$ cat src/rtl/icr_pkg.sv
package icr_pkg;
  localparam int unsigned REG_W    = 8;
  localparam int unsigned B_GEN    = 7;
  localparam int unsigned B_PEN    = 6;
  localparam int unsigned B_TEN    = 5;
  localparam int unsigned B_XEN    = 4;
  localparam int unsigned B_CEN    = 3;
  localparam int unsigned B_TFLG   = 2;
  localparam int unsigned B_XFLG   = 1;
  localparam int unsigned B_CFLG   = 0;
  localparam int unsigned DEC_W    = 7;
  localparam logic [DEC_W-1:0] REG_LOC = 7'h0B;

  typedef struct packed {
    logic tmr;
    logic ext;
    logic chg;
  } icr_evt_t;
endpackage

$ cat src/rtl/icr_sync.sv
module icr_sync #(
  parameter int unsigned W      = 1,
  parameter int unsigned STAGES = 2
) (
  input  logic         clk_i,
  input  logic         rst_ni,
  input  logic [W-1:0] d_i,
  output logic [W-1:0] q_o
);
  logic [W-1:0] stg_q [STAGES];

  for (genvar s = 0; s < STAGES; s++) begin : g_stg
    always_ff @(posedge clk_i or negedge rst_ni) begin
      if (!rst_ni)    stg_q[s] <= '0;
      else if (s == 0) stg_q[s] <= d_i;
      else            stg_q[s] <= stg_q[s-1];
    end
  end

  assign q_o = stg_q[STAGES-1];
endmodule

$ cat src/rtl/icr_event_det.sv
module icr_event_det #(
  parameter int unsigned PORT_W = 6
) (
  input  logic              clk_i,
  input  logic              rst_ni,
  input  logic              ext_s_i,
  input  logic [PORT_W-1:0] port_s_i,
  input  logic [PORT_W-1:0] mask_i,
  output logic              ext_rise_o,
  output logic              port_chg_o
);
  logic              ext_prev_q;
  logic [PORT_W-1:0] port_prev_q;

  always_ff @(posedge clk_i or negedge rst_ni) begin
    if (!rst_ni) begin
      ext_prev_q  <= 1'b0;
      port_prev_q <= '0;
    end else begin
      ext_prev_q  <= ext_s_i;
      port_prev_q <= port_s_i;
    end
  end

  assign ext_rise_o = ext_s_i & ~ext_prev_q;
  // either direction on any enabled pin
  assign port_chg_o = |((port_s_i ^ port_prev_q) & mask_i);
endmodule

$ cat src/rtl/icr_regs.sv
module icr_regs
  import icr_pkg::*;
(
  input  logic             clk_i,
  input  logic             rst_ni,
  input  logic             wr_i,
  input  logic [REG_W-1:0] wdata_i,
  input  icr_evt_t         evt_i,
  input  logic             ack_i,
  input  logic             reti_i,
  output logic [REG_W-1:0] ctl_o
);
  logic [REG_W-1:0] ctl_q, ctl_d;

  always_comb begin
    ctl_d = wr_i ? wdata_i : ctl_q;
    // hardware set beats software clear
    if (evt_i.tmr) ctl_d[B_TFLG] = 1'b1;
    if (evt_i.ext) ctl_d[B_XFLG] = 1'b1;
    if (evt_i.chg) ctl_d[B_CFLG] = 1'b1;
    if (ack_i)       ctl_d[B_GEN] = 1'b0;
    else if (reti_i) ctl_d[B_GEN] = 1'b1;
  end

  always_ff @(posedge clk_i or negedge rst_ni) begin
    if (!rst_ni) ctl_q <= '0;
    else         ctl_q <= ctl_d;
  end

  assign ctl_o = ctl_q;
endmodule

$ cat src/rtl/int_ctrl_reg.sv
module int_ctrl_reg
  import icr_pkg::*;
#(
  parameter int unsigned PORT_W      = 6,
  parameter int unsigned ADDR_W      = 8,
  parameter int unsigned SYNC_STAGES = 2
) (
  input  logic              clk_i,
  input  logic              rst_ni,
  input  logic              tmr_roll_i,
  input  logic              ext_pin_i,
  input  logic [PORT_W-1:0] port_i,
  input  logic [PORT_W-1:0] chg_mask_i,
  input  logic              periph_req_i,
  input  logic              ack_i,
  input  logic              reti_i,
  input  logic [ADDR_W-1:0] addr_i,
  input  logic              wr_en_i,
  input  logic [REG_W-1:0]  wdata_i,
  output logic [REG_W-1:0]  rdata_o,
  output logic              irq_o
);
  localparam int unsigned SYN_W = PORT_W + 1;

  logic [SYN_W-1:0] syn_s;
  logic             ext_rise, port_chg, sel;
  logic [REG_W-1:0] ctl;
  icr_evt_t         evt;

  icr_sync #(.W(SYN_W), .STAGES(SYNC_STAGES)) u_sync (
    .clk_i (clk_i),
    .rst_ni(rst_ni),
    .d_i   ({ext_pin_i, port_i}),
    .q_o   (syn_s)
  );

  icr_event_det #(.PORT_W(PORT_W)) u_det (
    .clk_i     (clk_i),
    .rst_ni    (rst_ni),
    .ext_s_i   (syn_s[SYN_W-1]),
    .port_s_i  (syn_s[PORT_W-1:0]),
    .mask_i    (chg_mask_i),
    .ext_rise_o(ext_rise),
    .port_chg_o(port_chg)
  );

  // top address bit ignored: mirrored decode
  assign sel = (addr_i[DEC_W-1:0] == REG_LOC);

  assign evt.tmr = tmr_roll_i;
  assign evt.ext = ext_rise;
  assign evt.chg = port_chg;

  icr_regs u_regs (
    .clk_i  (clk_i),
    .rst_ni (rst_ni),
    .wr_i   (wr_en_i & sel),
    .wdata_i(wdata_i),
    .evt_i  (evt),
    .ack_i  (ack_i),
    .reti_i (reti_i),
    .ctl_o  (ctl)
  );

  assign rdata_o = sel ? ctl : '0;
  assign irq_o   = ctl[B_GEN] & ((ctl[B_TEN] & ctl[B_TFLG]) |
                                 (ctl[B_XEN] & ctl[B_XFLG]) |
                                 (ctl[B_CEN] & ctl[B_CFLG]) |
                                 (ctl[B_PEN] & periph_req_i));
endmodule

$ cat config.mk
export PLATFORM = sky130hd
export DESIGN_NAME = int_ctrl_reg
export DESIGN_NICKNAME = d
export VERILOG_FILES = /design/src/rtl/icr_pkg.sv /design/src/rtl/icr_sync.sv /design/src/rtl/icr_event_det.sv /design/src/rtl/icr_regs.sv /design/src/rtl/int_ctrl_reg.sv
export SDC_FILE = /design/constraint.sdc
export NUM_CORES = 1
export LEC_CHECK = 0
export BUFFER_PORTS_ARGS = -buffer_cell sky130_fd_sc_hd__buf_2
export CAP_MARGIN = 20
export CORE_ASPECT_RATIO = 0.5
export CORE_MARGIN = 2
export CORE_UTILIZATION = 42
export DETAILED_ROUTE_END_ITERATION = 8
export GPL_ROUTABILITY_DRIVEN = 0
export PLACE_DENSITY = 0.84
export REMOVE_ABC_BUFFERS = 1
export SLEW_MARGIN = 20
export SYNTH_ARGS = -nofsm -noshare
export SYNTH_HDL_FRONTEND = slang
export SYNTH_HIERARCHICAL = 1
export SYNTH_SLANG_ARGS = --single-unit
$ cat constraint.sdc
create_clock -name clk_i -period 1.4 [get_ports clk_i]
set_clock_uncertainty 0.1 [all_clocks]
set_input_delay 0.28 -clock clk_i [delete_from_list [all_inputs] [get_ports clk_i]]
set_output_delay 0.28 -clock clk_i [all_outputs]
set_load 0.01 [all_outputs]
==> flow_metrics.tcl, run 1 <==
set metrics [dict create \
    status "finished with violations" \
    violations "negative setup slack" \
    pin_count 45 \
    drc 0 \
    drt_iter0_drc 47 \
    seq_area_um2 726 \
    grt_antenna_before_repair 0 \
    routed_wl_um 2150 \
    worstPathRequired_ns 1.02 \
    finalMaxSlewViolations 0 \
    layout_commonest_cell "buf_2" \
    die-area_um2 3250 \
    crit_fanout 8 \
    drt_first_pass_iters 3 \
    pre_cts_slack_ns -0.515 \
    leakagePower_uw 0.000852 \
    hold_violations 0 \
    design_area_um2 1710 \
    fp.coreArea_um2 2620 \
    setup_ws_ns -0.367 \
    arrival_ns 1.39 \
    grt_max_degree 30 \
    tightestPinTransition_ns 0.600 \
    ant_nets 0 \
    portBuffers 43 \
    synth_top_family_by_area "simple AND/OR/NAND/NOR gates" \
    period_minus_slack_ns 1.77 \
    drive_gt1_frac 0.559 \
    vdd_drop_max_mv 0.718 \
    critPathKind "in -> out" \
    synth-simple-area-share 0.127 \
    final_cell_mix "buf_2, dfrtp_1, inv_1" \
    hold_slack_ns 0.0400 \
    yosysSeqAreaShare 0.620 \
    fin_nets 180 \
    chipWidth_um 78.6 \
    max_cap_viol_count 0 \
    yosysTopAreaCellShare 0.620 \
    syn_inst 85 \
    hpwl_um 1400 \
    ys_seq_elements 29 \
    grt_overflow_total 0 \
    placed_cell_area_um2 1380 \
    numCtsBuffers 5 \
    num_rows 13 \
    synthToLayoutAreaGrowth_pct 46.4 \
    vias 784 \
    synth_xor_area_frac 0.0449 \
    synthMuxAreaShare 0.0471 \
    grt_setup_unrepaired "true" \
    synth-compound-area-share 0.0642 \
    grt_pass1_vias 750 \
    synthTopCellsByArea "dfrtp_1, nor3_2, buf_4, xor2_1, mux2_2" \
    tritoncts "done" \
    finalCritPeriodShare 1.26 \
    fill_cells 203 \
    synth_cell_types 18 \
    routed_via_density 4.31 \
    cts_max_level 2 \
    max_freq_mhz 566 \
    clk_pin_slew_worst_paths_ns 0.06 \
    clkLatencyLatePin_ns 0.28 \
    slew_headroom 0.600 \
    yosysTopAreaCell "dfrtp_1" \
    setup_tns_ns -5.13 \
    root_buffer "clkbuf_8" \
    powerDensity_nw_per_um2 1140 \
    synth_warnings 6 \
    clock_sinks 29 \
    multi_input_area_um2 380 \
    setup_viol 17 \
    hold_class "in -> reg" \
    endpoint_kind "output pin" \
    p_total_uw 1960 \
    wire_per_inst_um 11.8 \
    start_util 0.447 \
    die_h_um 41.3 \
    avgSynthCellArea_um2 13.8 \
    synthAdderAreaFrac 0 \
    synth_area_um2 1170 \
    grt_first_pass_wirelength_um 3150 \
    n_antenna_cell 0 \
    clk_path_buf_depth 2 \
    cp-start-kind "input port" \
    track_usage 0.145 \
]
[cell type report]
cell class,count,area share
Clock buffer,6,0.0482
Clock inverter,2,0.0219
Inverter,10,0.0219
Multi-Input combinational cell,37,0.222
Sequential cell,29,0.424
Tap cell,37,0.0270
Timing Repair Buffer,61,0.235
[power breakdown]
part           internal, µW  switching (µW)
combinational          96.9            74.9
clock                   577             305
sequential              881            24.1
[critical path, stage by stage]
cell and delay (ns):
buf_6 0.09, or4b_4 0.56, buf_12 0.17, nor3_2 0.14, buf_2 0.15
[repair_timing]
action / 4_1_cts / 5_1_grt
setup endpoints to repair: 17 / 17
hold buffers: 7 / 1
pin swaps: 3 / 7
buffers inserted: 5 / 1
resized for setup: 8 / 9
gates cloned: 1 / 0
hold endpoints to repair: 35 / 1
[flip-flops by register name (all words and copies together) (netlist names)]
signal and flops:
u_regs/ctl_o 8, u_sync/q_o 7, u_sync/stg_q 7, u_det/port_prev_q 6, u_det/ext_prev_q 1
[routing by layer]
layer / share of wire / routed length, µm / up-vias / GRT usage
met3: 0.064 / 138 / 4 / 0.0603
met5: 0 / 0 / - / 0
met4: 0.017 / 36 / 0 / 0.105
met2: 0.53 / 1140 / 30 / 0.261
met1: 0.39 / 835 / 359 / 0.150
li1: - / - / 391 / -
[path summary, 6_finish.rpt]
kind	cells past startpoint	startpoint	to	slack (ns)
worst max register to register	4	u_det/port_prev_q[5]	u_regs/ctl_o[0]	0.11
worst min-delay path	2	ack_i	u_regs/ctl_o[7]	0.04
max in group asynchronous	2	rst_ni	u_regs/ctl_o[2]	0.34
worst min register to register	0	u_sync/stg_q[12]	u_sync/q_o[5]	0.25
worst max-delay path	5	addr_i[4]	rdata_o[3]	-0.37
min in group asynchronous	2	rst_ni	u_sync/stg_q[7]	0.47
[synthesized netlist by cell type, drive strengths merged]
cell and n:
nor2b 4, a211o 3, nor3 9, or4b 1, nand3 1, mux2 4
inv 10, xor2 6, mux2i 1, buf 9, a22oi 5, a21oi 2
dfrtp 29, nand3b 1
[kinds of logic (layout without fill, tap and decap cells)]
logic type	count (synthesis)	after routing
XOR/XNOR	6	6
AND/OR/NAND/NOR	16	16
buffers and inverters	19	79
multiplexers	5	5
flip-flops	29	29
AO/OA/AOI/OAI	10	10
[stage by stage]
step,cells,util
finish,182,0.654
global route,182,0.654
CTS,180,0.628
detailed placement,159,0.527
global placement,159,0.527
floorplan,76,-
No activity file was read; power rests on OpenSTA's default activity.
==> run 2, diff against run 1 <==
Settings changed: RECOVER_POWER set to 100, SLEW_MARGIN 20 to 0.
==> run 2 against run 1 <==
  * The run still ends with negative setup slack left
  * Clock-buffer cell count unchanged
  * Maximum frequency did not move
  * Via count stayed put
  * Global-route usage stayed put
  * Core utilization unchanged
  * Critical path type unchanged
  * Critical endpoint unchanged
==> flow_metrics.tcl, run 2 (synthesis results as in run 1) <==
set metrics [dict create \
    hold_class "in -> reg" \
    setup_ws_ns -0.367 \
    die-area_um2 3250 \
    stdcell_count 182 \
    wire_per_inst_um 11.8 \
    endpoint_kind "output pin" \
    drt_iter0_drc 47 \
    n_antenna_cell 0 \
    crit_fanout 8 \
    grt_pass1_vias 750 \
    arrival_ns 1.39 \
    worstPathRequired_ns 1.02 \
    cp-start-kind "input port" \
    setup_viol 17 \
    crit_path_max_incr_delay_ns 0.56 \
    track_usage 0.145 \
    cts_max_level 2 \
    grt_overflow_total 0 \
    tritoncts "done" \
    finalCritPeriodShare 1.26 \
    violations "negative setup slack" \
    drive_gt1_frac 0.559 \
    final_cell_mix "buf_2, dfrtp_1, inv_1" \
    drt_first_pass_iters 3 \
    grt_antenna_before_repair 0 \
    cp.buffers_inverters 3 \
    cp_top_family "simple AND/OR/NAND/NOR gates" \
    max_freq_mhz 566 \
    slew_headroom 0.554 \
    pin_count 45 \
    vdd_drop_max_mv 0.718 \
    die_h_um 41.3 \
    numCtsBuffers 5 \
    path_cells "buf_6 > or4b_4 > buf_12 > nor3_2 > buf_2" \
    portBuffers 43 \
    ant_nets 0 \
    num_rows 13 \
    root_buffer "clkbuf_8" \
    finalMaxSlewViolations 0 \
    clkLatencyLatePin_ns 0.28 \
    setup_tns_ns -5.13 \
    placed_cell_area_um2 1380 \
    pre_cts_slack_ns -0.515 \
    critPathKind "in -> out" \
    dp.cells 159 \
    status "finished with violations" \
    synthToLayoutAreaGrowth_pct 46.4 \
    hold_depth 2 \
    fp.coreArea_um2 2620 \
    start_util 0.447 \
    largest_reg_flops 8 \
    period_minus_slack_ns 1.77 \
    design_area_um2 1710 \
    clk_path_buf_depth 2 \
    max_cap_viol_count 0 \
    routed_wl_um 2150 \
    chipWidth_um 78.6 \
    leakagePower_uw 0.000852 \
    hold_violations 0 \
    clock_sinks 29 \
    tightestPinTransition_ns 0.668 \
    routed_via_density 4.31 \
    layout_commonest_cell "buf_2" \
    drc 0 \
    grt_setup_unrepaired "true" \
    critical_path_depth 5 \
    reg2reg_depth 4 \
    hpwl_um 1400 \
    powerDensity_nw_per_um2 1140 \
    hold_slack_ns 0.0400 \
    fin_nets 180 \
    crit_path_top_delay_cell "or4b_4" \
    vias 784 \
    grt_first_pass_wirelength_um 3150 \
    clk_pin_slew_worst_paths_ns 0.06 \
    grt_max_degree 30 \
]
==> run 2: metrics by stage <==
step	util	power, µW
final	0.654	1960
after global routing	0.654	2050
after CTS	0.628	1970
after detailed placement	0.527	1050
after global placement	0.527	1040
after floorplan	-	970
==> run 2: worst paths after layout <==
path | to | start | slack (ns)
worst max-delay path | rdata_o[3] | addr_i[4] | -0.37
worst min register to register | u_sync/q_o[5] | u_sync/stg_q[12] | 0.25
worst min-delay path | u_regs/ctl_o[7] | ack_i | 0.04
worst max register to register | u_regs/ctl_o[0] | u_det/port_prev_q[5] | 0.11
max in group asynchronous | u_regs/ctl_o[2] | rst_ni | 0.28
min in group asynchronous | u_sync/stg_q[7] | rst_ni | 0.49
==> run 2: power by group <==
part	switching, µW	internal [µW]
combinational	74.9	96.8
sequential	24.1	881
clock	305	577
==> run 2: repair_timing <==
item                                    4_1_cts  5_1_grt
endpoints found under the setup margin       17       17
pin swaps                                     3        7
setup buffers                                 5        1
hold buffers                                  7        1
resized for setup                             8        9
hold endpoints to repair                     35        1
gates cloned                                  1        0
==> run 2: cell type report <==
cell class | instances | area (µm²)
fill | 203 | 906
clock inverter | 2 | 37.5
inverter | 10 | 37.5
timing repair buffer | 61 | 403
sequential | 29 | 726
clock buffer | 6 | 82.6
tap | 37 | 46.3
multi-input combinational | 37 | 380
==> run 2: layer usage <==
layer / GRT usage / vias up / part of all wire
met2: 0.261 / 30 / 0.53
met3: 0.0603 / 4 / 0.064
met1: 0.150 / 359 / 0.39
met4: 0.105 / 0 / 0.017
met5: 0 / - / 0
li1: - / 391 / -
